`src/rtl/cal_gate_pkg.sv`:
```
`timescale 1ns/1ps
package cal_gate_pkg;
  localparam logic [1:0] TYPE_IDLE = 2'b00;
  localparam logic [1:0] TYPE_CAL  = 2'b01;
  localparam logic [1:0] TYPE_CTRL = 2'b10;

  typedef struct packed {
    logic fireCal;
    logic fireCtrl;
  } gateStrobes_t;
endpackage

```
`src/rtl/cal_gate_ctrl.sv`:
```
`timescale 1ns/1ps
module cal_gate_ctrl
  import cal_gate_pkg::*;
#(
  parameter int NUM_SRC = 4,
  parameter int DLY_W   = 8,
  parameter int SPC_W   = 8,
  localparam int SRC_W  = (NUM_SRC > 1) ? $clog2(NUM_SRC) : 1
) (
  input  logic               clk,
  input  logic               rstN,
  input  logic [NUM_SRC-1:0] calReq,
  input  logic               beamOn,
  input  logic               endOfBeam,
  input  logic               ctrlEnable,
  input  logic [NUM_SRC-1:0] maskInBeam,
  input  logic [NUM_SRC-1:0] maskOffBeam,
  input  logic [DLY_W-1:0]   delayCycles,
  input  logic [SPC_W-1:0]   spacingCycles,
  output gateStrobes_t       strobes,
  output logic [NUM_SRC-1:0] grantVec,
  output logic [NUM_SRC-1:0] dropVec,
  output logic [SRC_W-1:0]   pendSrc
);
  logic               pending;
  logic [DLY_W-1:0]   delayCnt;
  logic [SPC_W-1:0]   spaceCnt;
  logic               ctrlHit;
  logic               gateOpen;
  logic [NUM_SRC-1:0] eligible;
  logic [SRC_W-1:0]   winIdx;
  logic               found;

  assign ctrlHit  = endOfBeam & ctrlEnable;
  assign gateOpen = !pending && (spaceCnt == '0) && !ctrlHit;
  assign eligible = calReq & (beamOn ? maskInBeam : maskOffBeam);

  // fixed priority: lowest index wins
  always_comb begin
    grantVec = '0;
    winIdx   = '0;
    found    = 1'b0;
    for (int i = 0; i < NUM_SRC; i++) begin
      if (gateOpen && eligible[i] && !found) begin
        grantVec[i] = 1'b1;
        winIdx      = SRC_W'(i);
        found       = 1'b1;
      end
    end
  end

  assign dropVec          = calReq & ~grantVec;
  assign strobes.fireCtrl = ctrlHit;
  assign strobes.fireCal  = pending && (delayCnt == DLY_W'(1)) && !ctrlHit;

  always_ff @(posedge clk) begin
    if (!rstN) begin
      pending  <= 1'b0;
      delayCnt <= '0;
      pendSrc  <= '0;
    end else if (ctrlHit) begin
      pending  <= 1'b0;
      delayCnt <= '0;
    end else if (found) begin
      pending  <= 1'b1;
      delayCnt <= (delayCycles == '0) ? DLY_W'(1) : delayCycles;
      pendSrc  <= winIdx;
    end else if (pending) begin
      if (delayCnt == DLY_W'(1)) pending <= 1'b0;
      delayCnt <= delayCnt - DLY_W'(1);
    end
  end

  always_ff @(posedge clk) begin
    if (!rstN)                 spaceCnt <= '0;
    else if (strobes.fireCal)  spaceCnt <= spacingCycles;
    else if (spaceCnt != '0)   spaceCnt <= spaceCnt - SPC_W'(1);
  end
endmodule

```
`src/rtl/cal_gate_dp.sv`:
```
`timescale 1ns/1ps
module cal_gate_dp
  import cal_gate_pkg::*;
#(
  parameter int NUM_SRC = 4,
  parameter int CNT_W   = 8,
  localparam int SRC_W  = (NUM_SRC > 1) ? $clog2(NUM_SRC) : 1
) (
  input  logic                     clk,
  input  logic                     rstN,
  input  gateStrobes_t             strobes,
  input  logic [NUM_SRC-1:0]       grantVec,
  input  logic [NUM_SRC-1:0]       dropVec,
  input  logic [SRC_W-1:0]         pendSrc,
  output logic                     trigValid,
  output logic [1:0]               trigType,
  output logic [SRC_W-1:0]         trigSrc,
  output logic [NUM_SRC*CNT_W-1:0] grantCnt,
  output logic [NUM_SRC*CNT_W-1:0] dropCnt
);
  localparam logic [CNT_W-1:0] CNT_MAX = '1;

  always_ff @(posedge clk) begin
    if (!rstN) begin
      trigValid <= 1'b0;
      trigType  <= TYPE_IDLE;
      trigSrc   <= '0;
    end else if (strobes.fireCtrl) begin
      trigValid <= 1'b1;
      trigType  <= TYPE_CTRL;
      trigSrc   <= '0;
    end else if (strobes.fireCal) begin
      trigValid <= 1'b1;
      trigType  <= TYPE_CAL;
      trigSrc   <= pendSrc;
    end else begin
      trigValid <= 1'b0;
      trigType  <= TYPE_IDLE;
      trigSrc   <= '0;
    end
  end

  for (genvar i = 0; i < NUM_SRC; i++) begin : g_cnt
    logic [CNT_W-1:0] grantQ, dropQ;
    always_ff @(posedge clk) begin
      if (!rstN) begin
        grantQ <= '0;
        dropQ  <= '0;
      end else begin
        if (grantVec[i] && grantQ != CNT_MAX) grantQ <= grantQ + CNT_W'(1);
        if (dropVec[i]  && dropQ  != CNT_MAX) dropQ  <= dropQ  + CNT_W'(1);
      end
    end
    assign grantCnt[i*CNT_W +: CNT_W] = grantQ;
    assign dropCnt[i*CNT_W +: CNT_W]  = dropQ;
  end
endmodule

```
`src/rtl/cal_trig_gate.sv`:
```
`timescale 1ns/1ps
module cal_trig_gate
  import cal_gate_pkg::*;
#(
  parameter int NUM_SRC = 4,
  parameter int CNT_W   = 8,
  parameter int DLY_W   = 8,
  parameter int SPC_W   = 8,
  localparam int SRC_W  = (NUM_SRC > 1) ? $clog2(NUM_SRC) : 1
) (
  input  logic                     clk,
  input  logic                     rstN,
  input  logic [NUM_SRC-1:0]       calReq,
  input  logic                     beamOn,
  input  logic                     endOfBeam,
  input  logic                     ctrlEnable,
  input  logic [NUM_SRC-1:0]       maskInBeam,
  input  logic [NUM_SRC-1:0]       maskOffBeam,
  input  logic [DLY_W-1:0]         delayCycles,
  input  logic [SPC_W-1:0]         spacingCycles,
  output logic                     trigValid,
  output logic [1:0]               trigType,
  output logic [SRC_W-1:0]         trigSrc,
  output logic [NUM_SRC*CNT_W-1:0] grantCnt,
  output logic [NUM_SRC*CNT_W-1:0] dropCnt
);
  gateStrobes_t       strobes;
  logic [NUM_SRC-1:0] grantVec;
  logic [NUM_SRC-1:0] dropVec;
  logic [SRC_W-1:0]   pendSrc;

  cal_gate_ctrl #(.NUM_SRC(NUM_SRC), .DLY_W(DLY_W), .SPC_W(SPC_W)) u_ctrl (
    .clk(clk), .rstN(rstN), .calReq(calReq), .beamOn(beamOn),
    .endOfBeam(endOfBeam), .ctrlEnable(ctrlEnable),
    .maskInBeam(maskInBeam), .maskOffBeam(maskOffBeam),
    .delayCycles(delayCycles), .spacingCycles(spacingCycles),
    .strobes(strobes), .grantVec(grantVec), .dropVec(dropVec), .pendSrc(pendSrc)
  );

  cal_gate_dp #(.NUM_SRC(NUM_SRC), .CNT_W(CNT_W)) u_dp (
    .clk(clk), .rstN(rstN), .strobes(strobes), .grantVec(grantVec),
    .dropVec(dropVec), .pendSrc(pendSrc), .trigValid(trigValid),
    .trigType(trigType), .trigSrc(trigSrc), .grantCnt(grantCnt), .dropCnt(dropCnt)
  );
endmodule

```
`config.mk`:
```
export PLATFORM = sky130hd
export DESIGN_NAME = cal_trig_gate
export DESIGN_NICKNAME = d
export VERILOG_FILES = /design/src/rtl/cal_gate_pkg.sv /design/src/rtl/cal_gate_ctrl.sv /design/src/rtl/cal_gate_dp.sv /design/src/rtl/cal_trig_gate.sv
export SDC_FILE = /design/constraint.sdc
export NUM_CORES = 1
export LEC_CHECK = 0
export ABC_AREA = 1
export BUFFER_PORTS_ARGS = -buffer_cell sky130_fd_sc_hd__buf_2
export CAP_MARGIN = 0
export CORE_ASPECT_RATIO = 0.7
export CORE_MARGIN = 10
export CORE_UTILIZATION = 40
export CTS_CLUSTER_DIAMETER = 200
export DETAILED_ROUTE_END_ITERATION = 10
export PLACE_DENSITY = 0.68
export SETUP_SLACK_MARGIN = 0.5
export SLEW_MARGIN = 20
export SYNTH_ARGS = -nofsm -noshare
export SYNTH_HDL_FRONTEND = slang
export SYNTH_HIERARCHICAL = 1
export SYNTH_SLANG_ARGS = --single-unit
```
`constraint.sdc`:
```
create_clock -name clk -period 2.27 [get_ports clk]
set_input_delay 0.454 -clock clk [delete_from_list [all_inputs] [get_ports clk]]
set_output_delay 0.454 -clock clk [all_outputs]
set_load 0.01 [all_outputs]
```
# Word level (Yosys, flattened, before mapping)
# Index checks and enable logic that the tools add are counted.
# word_totals
reg_bits	88
word_cells	97
input_bits	33
# classes
eq_ne	9
muxes	23
n_reduce_logical	32
addsub	10
bitwise	7
# op_table
operator	count
adder 8 x 1 -> 8 bit, second input constant	8
!= test 8 bit, second input constant	8
2-to-1 mux 8 bit	5
logical AND 1 bit	19
logical NOT 8 bit	2
subtractor 8 x 1 -> 8 bit, second input constant	2
2-to-1 mux 1 bit	14
AND 4 bit	2
== test 8 x 1 -> 1 bit, second input constant	1
nonzero test 8 bit	1
2-to-1 mux 2 bit	3
logical NOT 1 bit	5
2-to-1 mux 4 bit	1
inverter 4 bit	1
nonzero test 2 bit	2
inverter 1 bit	3
OR reduction 3 bit	1
AND reduction 2 bit	1
OR reduction 2 bit	1
AND 1 bit	1

# Depth between registers and ports, before layout
# logic_depth
ltp_word	17
ltp_mapped	17
mapped_depth_nobuf	16

# Hierarchy
# The synthesis kept the hierarchy.
# by_module_without_submodules
mod	cells_per_inst	instances	seq_area_each_um2	area_per_inst_um2
cal_gate_dp	544	1	1381.3	3672.3
cal_gate_ctrl	222	1	380.4	1358.8

# Least setup slack after synthesis
# No wires, ideal clock.
# synth_path
path_kind	register to register
startpoint	register u_ctrl.spaceCnt[0]
endpoint	register u_dp.g_cnt[3].dropQ[7]
slack_ns	0.191
setup_ns	0.064
stages_incl_launch_ff	18
n_path_buf	1
arrival_ns	2.015
period_less_slack_ns	2.079
required_ns	2.206
cell_sequence	dfxtp_1 -> inv_1 -> ha_1 -> nand2_1 -> nor2_2 -> nand2_1 -> a21oi_1 -> nor2_1 -> inv_1 -> o21ai_0 -> inv_1 -> buf_4 -> nand2_2 -> nor2_4 -> nand2_1 -> o21bai_1 -> nand2_1 -> nor2_1
# synth_between
elab_chain_len	17
word_cells_on_any_way	20
# synth_rtl
item	line	rtl
start, declared	cal_gate_ctrl.sv:27	logic [SPC_W-1:0] spaceCnt;
start signal, assigned	cal_gate_ctrl.sv:76	else if (strobes.fireCal) spaceCnt <= spacingCycles;
start signal, assigned	cal_gate_ctrl.sv:77	else if (spaceCnt != '0) spaceCnt <= spaceCnt - SPC_W'(1);
logical NOT 8 bit *	cal_gate_ctrl.sv:35	assign gateOpen = !pending && (spaceCnt == '0) && !ctrlHit;
logical AND 1 bit * (2 in a row)	cal_gate_ctrl.sv:35	
logical AND 1 bit	cal_gate_ctrl.sv:44	if (gateOpen && eligible[i] && !found) begin
2-to-1 mux 1 bit	cal_gate_ctrl.sv:44	
logical NOT 1 bit	cal_gate_ctrl.sv:44	
logical AND 1 bit	cal_gate_ctrl.sv:44	
2-to-1 mux 1 bit	cal_gate_ctrl.sv:44	
logical NOT 1 bit	cal_gate_ctrl.sv:44	
logical AND 1 bit	cal_gate_ctrl.sv:44	
2-to-1 mux 1 bit	cal_gate_ctrl.sv:44	
logical NOT 1 bit	cal_gate_ctrl.sv:44	
logical AND 1 bit *	cal_gate_ctrl.sv:44	
2-to-1 mux 1 bit *	cal_gate_ctrl.sv:44	
inverter 4 bit *	cal_gate_ctrl.sv:52	assign dropVec = calReq & ~grantVec;
AND 4 bit *	cal_gate_ctrl.sv:52	
via dropVec[3]	cal_trig_gate.sv:29	logic [NUM_SRC-1:0] dropVec;
logical AND 1 bit *	cal_gate_dp.sv:51	if (dropVec[i] && dropQ != CNT_MAX) dropQ <= dropQ + CNT_W'(1);
end signal, assigned	cal_gate_dp.sv:51	
end, declared	cal_gate_dp.sv:44	logic [CNT_W-1:0] grantQ, dropQ;
# The timed path passes the listed nets; every way through them passes the cells marked *.
# A chain may end at the register's enable or synchronous reset.

# Worst setup path in the final report
# layout_path
startpoint	register u_ctrl.spaceCnt[0]
endpoint	register u_dp.g_cnt[3].grantQ[7]
# layout_between
elab_chain_len	15
word_cells_on_any_way	18
# layout_rtl
item	line	rtl
logical NOT 8 bit *	cal_gate_ctrl.sv:35	
logical AND 1 bit * (2 in a row)	cal_gate_ctrl.sv:35	
logical AND 1 bit	cal_gate_ctrl.sv:44	
2-to-1 mux 1 bit	cal_gate_ctrl.sv:44	
logical NOT 1 bit	cal_gate_ctrl.sv:44	
logical AND 1 bit	cal_gate_ctrl.sv:44	
2-to-1 mux 1 bit	cal_gate_ctrl.sv:44	
logical NOT 1 bit	cal_gate_ctrl.sv:44	
logical AND 1 bit	cal_gate_ctrl.sv:44	
2-to-1 mux 1 bit	cal_gate_ctrl.sv:44	
logical NOT 1 bit	cal_gate_ctrl.sv:44	
logical AND 1 bit *	cal_gate_ctrl.sv:44	
2-to-1 mux 1 bit *	cal_gate_ctrl.sv:44	
via grantVec[3]	cal_trig_gate.sv:28	logic [NUM_SRC-1:0] grantVec;
logical AND 1 bit *	cal_gate_dp.sv:50	if (grantVec[i] && grantQ != CNT_MAX) grantQ <= grantQ + CNT_W'(1);
end signal, assigned	cal_gate_dp.sv:50	
end, declared	cal_gate_dp.sv:44	
# Marked as above.

==> flow_summary.yaml <==
critical_path:
  cp.arrival_ps: 2170
  crit_type: "reg -> reg"
  r2r_setup_slack_ps: 320
  cp_slowest_stage_delay_ps: 330
  path_max_fanout: 4
  r2r-end: "u_dp/g_cnt[3].grantQ[7]"
  start_kind: "flop"
  critPathRequiredTime_ps: 2500
  worstPathCellList: "inv_2 -> ha_4 -> nand2_4 -> nor3_4 -> buf_4 -> buf_6 -> nand2_8 -> nor2_4 -> buf_6 -> nand2_4 -> nor2_4 -> nand2_1 -> o21ai_1 -> a21oi_1"
  cp_top_family: "simple AND/OR/NAND/NOR gates"
  rr_worst_depth: 14
  crit_slowest_cell: "dfxtp_2"
  r2r-start: "u_ctrl/spaceCnt[0]"
  path_buf_inv: 4
  endpoint_kind: "flop"
die:
  die_x_microns: 154
  dieHeight_microns: 114
  ios: 102
  coreArea_sq_mm: 0.0124
  dieArea_sq_mm: 0.0175
  start_util_pct: 40.6
  rows: 34
routing:
  wire_per_inst_microns: 13.3
  viasPerCell: 4.81
  ant_nets: 0
  drt_first_pass_iters: 5
  totalWireLength_mm: 14.3
  routed-via-count: 5200
  drt_iter0_markers: 338
  drcViolationCount: 0
power:
  leakage_nw: 3.11
  power.density_mw_per_mm2: 835
  finalPower_mw: 5.73
  max-vdd-ir-drop_mv: 0.427
hold_path:
  worstHoldStart: "spacingCycles[3]"
  hp-class: "in -> reg"
  worstHoldPathCells: 3
  hold_path_end: "u_ctrl/spaceCnt[3]"
sta:
  rsz0062_at_grt: "true"
  whs_ps: 368
  period_share_pct: 85.7
  tns_ps: 0
  skew_ps: 8.03
  hold_violations: 0
  fin_crit_ps: 1950
  worst_pin_slew_ps: 496
  setup_slack_ps: 325
  maxSlewViolCount: 0
  relSlewSlack_pct: 66.9
  max_freq_mhz: 514
  setup_viol_count_final: 0
clock_network:
  cts_tree: "yes"
  clock_latency_ps: 340
  htree_levels: 3
  cts.clk_slew.worst_paths_ps: 60
  clockBufferDepth: 2
  root_buffer: "clkbuf_16"
  cts_buffers: 9
  clock_sinks: 88
  cts_hold_buf: 0
cells_and_area:
  layout.nets: 957
  synthToLayoutAreaGrowth_pct: 36.4
  antennaDiodeCount: 0
  final_layout_size_suffix_gt1_share_pct: 32.6
synth:
  ys_top_cells_by_area: "dfxtp_1, nand2_1, nor2_1"
  yosysMostFrequentCell: "nand2_1"
  syn_nets: 810
  synth_cell_types: 33
  synth_top_area_cell: "dfxtp_1"
  synth_flop_cell: "dfxtp_1"
  syn_avg_cell_area_sq_um: 6.57
  synth_edf_count: 0
  synth_seq_area_share_pct: 35.0
  yosysWarnings: 6
  synthTopCellsByCount: "nand2_1, nor2_1, inv_1"
  synth_top_area_share_pct: 35.0
  async_flop_share_pct: 0
  ys_ff_latch: 88
  syn_inst: 766
  synth_area_sq_mm: 0.00503
placed_design:
  globalplace.congestion: 0.859
  hpwlAfterDp_mm: 9.99
  port-buffer-count: 101
  dp_slack_ps: 94.8
grt:
  grt-ovfl-total: 0
  track_usage_pct: 14.8
  grt_max_degree: 45
  grt_pass1_vias: 4505
  grt_first_pass_wirelength_mm: 22.0
  antenna_found_initial: 0
run:
  drv_cap: 0
outcome:
  status: "completed"
[through the flow]
step	cell area [sq um]	instances	util, %
after floorplan	5080	766	-
after global placement	5770	1024	46.6
after detailed placement	5770	1024	46.6
after CTS	6310	1053	51.0
after global routing	6860	1080	55.4
final	6860	1080	55.4
[metal layers]
layer | share of wire, % | wire (microns) | vias to the layer above | track usage [%]
met4 | 0.36 | 52 | 0 | 3.70
met2 | 43 | 6120 | 137 | 21.4
met3 | 6.7 | 961 | 4 | 4.70
met1 | 50 | 7180 | 2317 | 20.7
li1 | - | - | 2742 | -
met5 | 0 | 0 | - | 0
[worst max path at each step]
stage	end	cells after the start	slack, ps	startpoint
after CTS	u_dp/g_cnt[3].dropQ[7]	16	400	u_ctrl/spaceCnt[0]
after global placement	u_dp/g_cnt[3].grantQ[7]	13	150	endOfBeam
after detailed placement	u_dp/g_cnt[3].dropQ[7]	16	90	beamOn
final	u_dp/g_cnt[3].grantQ[7]	14	320	u_ctrl/spaceCnt[0]
after global routing	u_dp/g_cnt[3].dropQ[5]	15	210	u_ctrl/spaceCnt[1]
after floorplan	u_dp/g_cnt[3].dropQ[7]	17	340	u_ctrl/spaceCnt[0]
[state kept, by name (all words and copies together) (netlist names)]
| signal | count |
|---|---|
| u_ctrl/delayCnt | 8 |
| u_ctrl/pendSrc | 2 |
| u_ctrl/pending | 1 |
| u_ctrl/spaceCnt | 8 |
| u_dp/g_cnt.dropQ | 32 |
| u_dp/g_cnt.grantQ | 32 |
| u_dp/trigSrc | 2 |
| u_dp/trigType | 2 |
| u_dp/trigValid | 1 |
[what timing repair did]
action / CTS / global route
pin swaps: 11 / 46
setup endpoints to repair: 41 / 71
resized for setup: 38 / 83
cloned: 0 / 1
buffers inserted: 13 / 26
[where the power goes]
group          total [mW]  switching, mW  internal (mW)
registers            1.90          0.176           1.73
logic                2.33           1.27           1.06
clock network        1.49          0.638          0.853
total                5.73           2.08           3.64
[cell usage in the layout (no fill, tap or decap), types with 14 or more instances in the layout]
| cell | n |
|---|---|
| inv_1 | 91 |
| nor3_1 | 18 |
| nand3_1 | 51 |
| a21oi_1 | 50 |
| nor2_4 | 21 |
| buf_4 | 37 |
| nand2_1 | 165 |
| inv_2 | 18 |
| buf_6 | 14 |
| nor2_1 | 102 |
| buf_2 | 101 |
| dfxtp_1 | 83 |
[area by class of cell]
class	count	area (sq um)
clock buffers	9	225
clock inverters	7	72.6
fillers	1181	5520
inverters	111	427
multi-input cells	547	3160
flip-flops and latches	88	1770
well taps	162	203
repair buffers	156	1000
[cell families after synthesis]
logic type               synth area share [%]
AND/OR/NAND/NOR                          39.9
buffers and inverters                    11.0
AO/OA/AOI/OAI                            10.2
flip-flops                               35.0
adder cells (fa/ha/maj)                  2.74
XOR/XNOR                                 1.04
[worst reg2reg max path, cell delays in order, from the launching register on]
cell,delay [ps]
dfxtp_2,330
inv_2,70
ha_4,140
nand2_4,70
nor3_4,220
buf_4,150
buf_6,110
nand2_8,60
nor2_4,130
buf_6,130
nand2_4,70
nor2_4,120
nand2_1,60
o21ai_1,110
a21oi_1,50
(Power assumes the default switching activity.)
